### src/rtl/i2c_cmd_seq_pkg.sv
package i2c_cmd_seq_pkg;

  localparam int BYTE_W  = 8;
  localparam int ADDR7_W = 7;
  localparam int CMD_W   = BYTE_W + 3;
  localparam int BIT_RD   = BYTE_W;
  localparam int BIT_STOP = BYTE_W + 1;
  localparam int BIT_RS   = BYTE_W + 2;

  localparam int CAUSE_W = 5;
  localparam int IDX_W   = $clog2(CAUSE_W);
  localparam logic [IDX_W-1:0] C_ADDR_NACK = 0;
  localparam logic [IDX_W-1:0] C_DATA_NACK = 1;
  localparam logic [IDX_W-1:0] C_GC_NACK   = 2;
  localparam logic [IDX_W-1:0] C_GC_READ   = 3;
  localparam logic [IDX_W-1:0] C_USER      = 4;

  typedef enum logic [2:0] {
    OP_START = 3'd0, OP_RESTART = 3'd1, OP_STOP = 3'd2,
    OP_WRITE = 3'd3, OP_READ = 3'd4
  } bus_op_e;

  typedef enum logic [2:0] {
    ST_IDLE, ST_COND, ST_ADDR, ST_DATA, ST_STOP, ST_NEXT, ST_FLUSH
  } seq_st_e;

  typedef enum logic [1:0] { AFTER_IDLE, AFTER_START, AFTER_FLUSH } post_stop_e;

  // New address phase needed before the next byte?
  function automatic logic new_phase(input logic rs_flag, input logic new_rd,
                                     input logic prev_rd, input logic rs_en);
    return rs_en ? (rs_flag || (new_rd != prev_rd)) : (new_rd != prev_rd);
  endfunction

  function automatic logic [BYTE_W-1:0] addr_byte(input logic [ADDR7_W-1:0] tar,
                                                 input logic rd, input logic gc);
    return gc ? '0 : {tar, rd};
  endfunction

endpackage

### src/rtl/i2c_cmd_seq_decode.sv
module i2c_cmd_seq_decode
  import i2c_cmd_seq_pkg::*;
(
  input  logic [CMD_W-1:0]   cmd_word,
  input  logic               prev_rd,
  input  logic               restart_en,
  input  logic               gcall,
  input  logic [ADDR7_W-1:0] tar_addr,
  output logic               cmd_rd,
  output logic               cmd_stop,
  output logic [BYTE_W-1:0]  cmd_byte,
  output logic [BYTE_W-1:0]  adr_byte,
  output logic               boundary,
  output logic               gc_read_bad
);
  assign cmd_rd      = cmd_word[BIT_RD];
  assign cmd_stop    = cmd_word[BIT_STOP];
  assign cmd_byte    = cmd_word[BYTE_W-1:0];
  assign adr_byte    = addr_byte(tar_addr, cmd_rd, gcall);
  assign boundary    = new_phase(cmd_word[BIT_RS], cmd_rd, prev_rd, restart_en);
  assign gc_read_bad = gcall && cmd_rd;
endmodule

### src/rtl/i2c_cmd_seq_abort.sv
module i2c_cmd_seq_abort
  import i2c_cmd_seq_pkg::*;
#(
  parameter int CNT_W = 8
) (
  input  logic             clk,
  input  logic             rst_n,
  input  logic             clear,
  input  logic             set_valid,
  input  logic [IDX_W-1:0] set_idx,
  input  logic             flush_inc,
  output logic [CAUSE_W-1:0] cause,
  output logic [CNT_W-1:0]   flush_cnt
);
  for (genvar i = 0; i < CAUSE_W; i++) begin : g_cause
    always_ff @(posedge clk or negedge rst_n) begin
      if (!rst_n)         cause[i] <= 1'b0;
      else if (set_valid) cause[i] <= (set_idx == IDX_W'(i));
      else if (clear)     cause[i] <= 1'b0;
    end
  end

  always_ff @(posedge clk or negedge rst_n) begin
    if (!rst_n)                       flush_cnt <= '0;
    else if (set_valid || clear)      flush_cnt <= '0;
    else if (flush_inc && flush_cnt != '1) flush_cnt <= flush_cnt + 1'b1;
  end

  AST_CAUSE_ONEHOT: assert property (@(posedge clk) disable iff (!rst_n)
    $onehot0(cause));
  AST_FLUSH_ONLY_AFTER_CAUSE: assert property (@(posedge clk) disable iff (!rst_n)
    (flush_inc && !set_valid && !clear) |=> (cause != '0));
endmodule

### src/rtl/i2c_cmd_seq.sv
module i2c_cmd_seq
  import i2c_cmd_seq_pkg::*;
#(
  parameter int CNT_W = 8
) (
  input  logic                 clk,
  input  logic                 rst_n,
  input  logic                 enable,
  input  logic                 restart_en,
  input  logic                 cmd_block,
  input  logic                 abort_req,
  input  logic                 gcall,
  input  logic [ADDR7_W-1:0]   tar_addr,
  input  logic                 cmd_valid,
  input  logic [CMD_W-1:0]     cmd_word,
  output logic                 cmd_pop,
  output logic                 req_valid,
  output logic [2:0]           req_op,
  output logic [BYTE_W-1:0]    req_byte,
  output logic                 req_last,
  input  logic                 eng_done,
  input  logic                 eng_ack,
  input  logic [BYTE_W-1:0]    eng_rdata,
  output logic                 rx_valid,
  output logic [BYTE_W-1:0]    rx_data,
  output logic                 mst_active,
  output logic                 hold_empty,
  output logic                 abort_done,
  output logic [CAUSE_W-1:0]   abort_src,
  output logic [CNT_W-1:0]     flush_cnt
);
  seq_st_e    st, st_d;
  post_stop_e post, post_d;
  logic       rs_sel, rs_d, prev_rd, prev_d;

  // named internal events
  logic             ev_begin, ev_abort, data_pop, flush_pop, rx_d;
  logic [IDX_W-1:0] ev_cause;

  logic              cmd_rd, cmd_stop, boundary, gc_read_bad;
  logic [BYTE_W-1:0] cmd_byte, adr_byte;

  i2c_cmd_seq_decode u_dec (
    .cmd_word, .prev_rd, .restart_en, .gcall, .tar_addr,
    .cmd_rd, .cmd_stop, .cmd_byte, .adr_byte, .boundary, .gc_read_bad
  );

  i2c_cmd_seq_abort #(.CNT_W(CNT_W)) u_abt (
    .clk, .rst_n, .clear(ev_begin), .set_valid(ev_abort), .set_idx(ev_cause),
    .flush_inc(flush_pop), .cause(abort_src), .flush_cnt
  );

  always_comb begin
    st_d = st; post_d = post; rs_d = rs_sel; prev_d = prev_rd;
    ev_begin = 1'b0; ev_abort = 1'b0; ev_cause = C_USER;
    data_pop = 1'b0; flush_pop = 1'b0; rx_d = 1'b0;
    case (st)
      ST_IDLE: begin
        if (abort_req) begin
          ev_abort = 1'b1; st_d = ST_FLUSH;
        end else if (enable && cmd_valid && !cmd_block) begin
          ev_begin = 1'b1;
          if (gc_read_bad) begin
            ev_abort = 1'b1; ev_cause = C_GC_READ; st_d = ST_FLUSH;
          end else begin
            rs_d = 1'b0; st_d = ST_COND;
          end
        end
      end
      ST_COND: if (eng_done) begin
        if (abort_req) begin
          ev_abort = 1'b1; post_d = AFTER_FLUSH; st_d = ST_STOP;
        end else st_d = ST_ADDR;
      end
      ST_ADDR: if (eng_done) begin
        if (!eng_ack) begin
          ev_abort = 1'b1; ev_cause = gcall ? C_GC_NACK : C_ADDR_NACK;
          post_d = AFTER_FLUSH; st_d = ST_STOP;
        end else if (abort_req) begin
          ev_abort = 1'b1; post_d = AFTER_FLUSH; st_d = ST_STOP;
        end else st_d = ST_DATA;
      end
      ST_DATA: if (eng_done) begin
        data_pop = 1'b1; prev_d = cmd_rd; rx_d = cmd_rd;
        if (!cmd_rd && !eng_ack) begin
          ev_abort = 1'b1; ev_cause = C_DATA_NACK;
          post_d = AFTER_FLUSH; st_d = ST_STOP;
        end else if (abort_req) begin
          ev_abort = 1'b1; post_d = AFTER_FLUSH; st_d = ST_STOP;
        end else if (cmd_stop) begin
          post_d = AFTER_IDLE; st_d = ST_STOP;
        end else st_d = ST_NEXT;
      end
      ST_NEXT: begin
        if (abort_req) begin
          ev_abort = 1'b1; post_d = AFTER_FLUSH; st_d = ST_STOP;
        end else if (cmd_valid && !cmd_block) begin
          if (gc_read_bad) begin
            ev_abort = 1'b1; ev_cause = C_GC_READ;
            post_d = AFTER_FLUSH; st_d = ST_STOP;
          end else if (!boundary) st_d = ST_DATA;
          else if (restart_en) begin
            rs_d = 1'b1; st_d = ST_COND;
          end else begin
            post_d = AFTER_START; st_d = ST_STOP;
          end
        end
      end
      ST_STOP: if (eng_done) begin
        case (post)
          AFTER_START: begin rs_d = 1'b0; st_d = ST_COND; end
          AFTER_FLUSH: st_d = ST_FLUSH;
          default:     st_d = ST_IDLE;
        endcase
      end
      ST_FLUSH: begin
        if (cmd_valid) flush_pop = 1'b1;
        else           st_d = ST_IDLE;
      end
      default: st_d = ST_IDLE;
    endcase
  end

  always_ff @(posedge clk or negedge rst_n) begin
    if (!rst_n) begin
      st <= ST_IDLE; post <= AFTER_IDLE; rs_sel <= 1'b0; prev_rd <= 1'b0;
      rx_valid <= 1'b0; rx_data <= '0;
    end else begin
      st <= st_d; post <= post_d; rs_sel <= rs_d; prev_rd <= prev_d;
      rx_valid <= rx_d;
      if (rx_d) rx_data <= eng_rdata;
    end
  end

  always_comb begin
    req_op   = OP_STOP;
    req_byte = '0;
    case (st)
      ST_COND: req_op = rs_sel ? OP_RESTART : OP_START;
      ST_ADDR: begin req_op = OP_WRITE; req_byte = adr_byte; end
      ST_DATA: begin req_op = cmd_rd ? OP_READ : OP_WRITE; req_byte = cmd_byte; end
      default: req_op = OP_STOP;
    endcase
  end

  assign req_valid  = (st == ST_COND) || (st == ST_ADDR) || (st == ST_DATA) || (st == ST_STOP);
  assign req_last   = (st == ST_DATA) && cmd_stop;
  assign cmd_pop    = data_pop || flush_pop;
  assign mst_active = (st != ST_IDLE);
  assign hold_empty = (st == ST_NEXT) && !cmd_valid;
  assign abort_done = (st == ST_FLUSH) && !cmd_valid && abort_src[C_USER];

  AST_REQ_STABLE: assert property (@(posedge clk) disable iff (!rst_n)
    (req_valid && !eng_done) |=> (req_valid && $stable(req_op) && $stable(req_byte)));
  AST_IDLE_QUIET: assert property (@(posedge clk) disable iff (!rst_n)
    !mst_active |-> (!req_valid && !cmd_pop));
  AST_HOLD_NO_REQ: assert property (@(posedge clk) disable iff (!rst_n)
    hold_empty |-> (!req_valid && mst_active && !cmd_pop));
  AST_POP_NEEDS_DATA: assert property (@(posedge clk) disable iff (!rst_n)
    cmd_pop |-> cmd_valid);
  AST_ABORT_DONE_IDLE: assert property (@(posedge clk) disable iff (!rst_n)
    abort_done |=> !mst_active);
  AST_RX_AFTER_READ: assert property (@(posedge clk) disable iff (!rst_n)
    rx_valid |-> ($past(req_op) == OP_READ && $past(eng_done)));
endmodule

### config.mk
export PLATFORM = sky130hd
export DESIGN_NAME = i2c_cmd_seq
export DESIGN_NICKNAME = d
export VERILOG_FILES = /design/src/rtl/i2c_cmd_seq_pkg.sv /design/src/rtl/i2c_cmd_seq_decode.sv /design/src/rtl/i2c_cmd_seq_abort.sv /design/src/rtl/i2c_cmd_seq.sv
export SDC_FILE = /design/constraint.sdc
export NUM_CORES = 1
export LEC_CHECK = 0
export ABC_AREA = 1
export BUFFER_PORTS_ARGS = -buffer_cell sky130_fd_sc_hd__clkbuf_2
export CORE_MARGIN = 2
export CORE_UTILIZATION = 45
export CTS_CLUSTER_DIAMETER = 150
export DETAILED_ROUTE_END_ITERATION = 7
export PLACE_DENSITY = 0.81
export SYNTH_ARGS = -nofsm -noshare
export SYNTH_HDL_FRONTEND = slang
export SYNTH_SLANG_ARGS = --single-unit
### constraint.sdc
create_clock -name clk -period 2.5 [get_ports clk]
set_clock_uncertainty 0.2 [all_clocks]
set_input_delay 0.125 -clock clk [delete_from_list [all_inputs] [get_ports clk]]
set_output_delay 0.125 -clock clk [all_outputs]
set_load 0.05 [all_outputs]
==> impl_results.rst <==
.. list-table::
   :header-rows: 1

   * - Metric
     - Value
   * - Violation count after the first detailed-route iteration
     - 162
   * - CP Capture Type
     - primary output
   * - Number of register bits inferred by synthesis
     - 29
   * - Clock network latency to the later pin of the worst-skew pair
     - 0.28 ns
   * - # diodes
     - 0
   * - Kind of start point of the critical path
     - register
   * - Estimated wirelength of the detail-placed design
     - between 4 and 5 mm
   * - Leakage dissipation
     - approximately 1.5 nW
   * - Cell with the biggest individual delay on the critical path
     - dfrtp_1
   * - Design Power
     - 2.88 mW
   * - Count of pins on the block boundary
     - 75
   * - Global-route usage over all layers
     - 22.9%
   * - Number of levels the H-tree was split into
     - 2
   * - Cell chain of the critical path
     - inv_1, nand3_1, nor2_4, inv_1, nand2_1, clkbuf_2
   * - Avg Synthesized Cell Area
     - 6.62 sq um
   * - Reg2Reg Launch Point
     - st[2]
   * - Fraction of synthesized cell area taken by the top area cell type
     - 35.9%
   * - Setup-failing EPs final
     - 0
   * - Row cnt
     - 24
   * - Buffers and inverters on the worst path
     - 3
   * - Clock tree from TritonCTS
     - yes
   * - Sequential area share after synthesis
     - a little over a third
   * - Final total negative setup slack
     - 0 ns
   * - Largest net degree at the start of global routing
     - 30
   * - RSZ-0062 raised after global routing
     - no
   * - Remaining routing DRC violations
     - 0
   * - Fraction of layout cells with a size suffix above 1
     - 25.8%
   * - Number of detailed-route iterations in the first pass
     - 5
   * - Largest delay contributor family on the critical path
     - buffers and inverters
   * - Area of placed instances
     - 2430 sq um
   * - Via count
     - 2273
   * - CTS buffer count
     - 5
   * - Clock tree sinks
     - 29
   * - Netlist cell types
     - 24
   * - Normalized max-slew margin
     - 52.4%
   * - Maximum vdd ir drop
     - 0.000554 V
   * - Startpoint of the most critical hold path
     - eng_ack
   * - Die area
     - a little over 5000 sq um
   * - Final Cycle Share
     - around 85%
   * - Largest fanout on the critical path
     - 8
   * - GRT Residual Overflow
     - 0
   * - CTS resizes
     - 0
   * - Count of buffers from port buffering
     - 74
   * - Wire length of the first global-routing pass
     - 9.23 mm
   * - Cell types with the largest area share after synthesis
     - dfrtp_1 (36%), nand2_1 (20%), nor2_1 (8.6%)
   * - Clock-pin slew on the worst setup and hold paths
     - approximately 0.060 ns
   * - Initial core utilization
     - 46.7%
   * - Post-layout nets
     - 428
   * - Synth Instances
     - 305
   * - Power density cells
     - 1100 nW/um^2
   * - Total placed cells including tap cells
     - 426
   * - Delay of the slowest cell on the worst path
     - approximately 0.53 ns
   * - Most repeated library cell on the critical path
     - inv_1
   * - CORE AREA
     - roughly 4300 sq um
   * - Vert. Die Dim
     - just over 70 microns
   * - Final ANT Viol Nets
     - 0
   * - Clock root buffer
     - clkbuf_8
   * - Worst setup slack after placement
     - 0.539 ns
   * - Status
     - completed
   * - Non-filler instance count after layout
     - 443
   * - Top cell type by total area after synthesis
     - dfrtp_1
   * - Summed instance area of the synthesized netlist
     - 2020 sq um
   * - Type of the worst min-delay path
     - in -> reg
   * - Final std cell area, no fill
     - 2610 sq um
   * - Arrival @ worst endpoint
     - 1.81 ns
   * - Transition time of the tightest slew-check pin
     - 0.714 ns
   * - Width of the die
     - 71.0 microns
   * - Final WL
     - 5.53 mm
   * - Start point of the critical path
     - st[0]
   * - Bufs on Longest Clock Path
     - 2
   * - Hold Violations, Final
     - 0
   * - PnR worst setup slack
     - approximately 0.36 ns
   * - Achievable frequency
     - 468 MHz
   * - Initial antenna violation count
     - 0
   * - Number of nets in the synthesized netlist
     - 342
   * - Maxcap violations
     - 0
   * - Count of final max-slew check failures
     - 0
   * - Fin util
     - between 60% and 70%
   * - Final worst path period need
     - 2.14 ns
   * - Critical path class
     - reg -> out
   * - Routed length per placed instance
     - 12.5 microns
   * - Yosys warns
     - 0
   * - Worst Hold Slack
     - between 0.06 and 0.07 ns
   * - Layout overhead on the synthesized area
     - 29.4%
   * - CP Data Required Time
     - approximately 2.2 ns
   * - Routability congestion estimate from global placement
     - between 0.9 and 1
   * - Via count of the first global-routing pass
     - 2132
   * - Vias per std cell
     - 5.13
   * - Reg2reg setup slack
     - 0.52 ns
-- worst reg2reg max path, delay by kind of cell, from the launching register on --
family	cells	cell delay, ns
and+or+nand+nor	8	1.04
DFF	1	0.50
buffers and inverters	1	0.18
-- path summary, 6_finish.rpt --
| kind | end | cells past startpoint |
|---|---|---|
| setup / recovery | cmd_pop | 6 |
| min in group asynchronous | u_abt.cause[0] | 2 |
| setup reg to reg | u_abt.flush_cnt[7] | 9 |
| max in group asynchronous | rx_data[5] | 2 |
| hold / removal | u_abt.cause[2] | 4 |
| hold reg to reg | rx_data[0] | 2 |
-- power breakdown --
group | internal (mW) | switching (mW)
Sequential | 0.619 | 0.157
Combinational | 0.439 | 1.27
Clock | 0.218 | 0.173
Total | 1.28 | 1.60
-- state kept, by name, indices dropped and copies added (netlist names) --
| register | cells |
|---|---|
| u_abt.flush_cnt | 8 |
| rx_data | 8 |
| u_abt.cause | 5 |
| prev_rd | 1 |
| rs_sel | 1 |
| post | 2 |
| rx_valid | 1 |
| st | 3 |
-- layout by cell type (no fill, tap or decap), drive strengths merged --
| cell | count |
|---|---|
| nand2 | 112 |
| nand3 | 29 |
| xor2 | 4 |
| a32o | 8 |
| dlygate4sd3 | 10 |
| nand4 | 6 |
| a22oi | 1 |
| a21oi | 3 |
| xnor2 | 1 |
| a31oi | 1 |
| clkbuf | 81 |
| o21ai | 11 |
| buf | 1 |
| o21bai | 2 |
| dfrtp | 29 |
| nor2 | 53 |
| ha | 1 |
| inv | 38 |
-- repair_timing --
action / CTS / global route
hold endpoints to repair: 38 / 0
hold buffers: 10 / 0
setup buffers: 0 / 0
endpoints found under the setup margin: 0 / 0
-- metal layers --
metal  track usage, %  vias up  wire length (microns)
met2             37.6       98                   2690
met4             10.1        0                    162
li1                 -     1138                      -
met5                0        -                      0
met1             29.0     1016                   2280
met3             5.13       21                    399
-- logic make-up (layout without fill, tap and decap cells) --
| kind of cell | Yosys count | in the layout | share of synthesized area, % |
|---|---|---|---|
| AO/OA/AOI/OAI | 26 | 26 | 8.86 |
| adder cells (fa/ha/maj) | 1 | 1 | 0.619 |
| AND/OR/NAND/NOR | 200 | 200 | 43.6 |
| buffers and inverters | 44 | 130 | 8.86 |
| XOR/XNOR | 5 | 5 | 2.17 |
| flip-flops | 29 | 29 | 35.9 |
-- cells in the mapped netlist --
cell and n:
xnor2_1 1, a22oi_1 1, nand3_1 28, nand4_1 6, a31oi_1 1, a21oi_1 3, ha_1 1, nand2_2 4
a32o_1 8, xor2_1 4, inv_2 5, nor2_4 3, dfrtp_1 29, nand3_4 1, o21ai_0 11, nor2_1 46
nor2_2 4, o21bai_1 2, clkbuf_2 1, nand2_1 105, nand2_4 3, buf_2 4, inv_1 33, buf_6 1
-- area by class of cell --
| cell class | instances | area (sq um) |
|---|---|---|
| clock buffer | 7 | 86.3 |
| sequential | 29 | 726 |
| tap | 52 | 65.1 |
| multi-input combinational | 232 | 1110 |
| timing repair buffer | 85 | 478 |
| fill | 407 | 1710 |
| inverter | 38 | 143 |
Power figures use the tool's default switching activity.
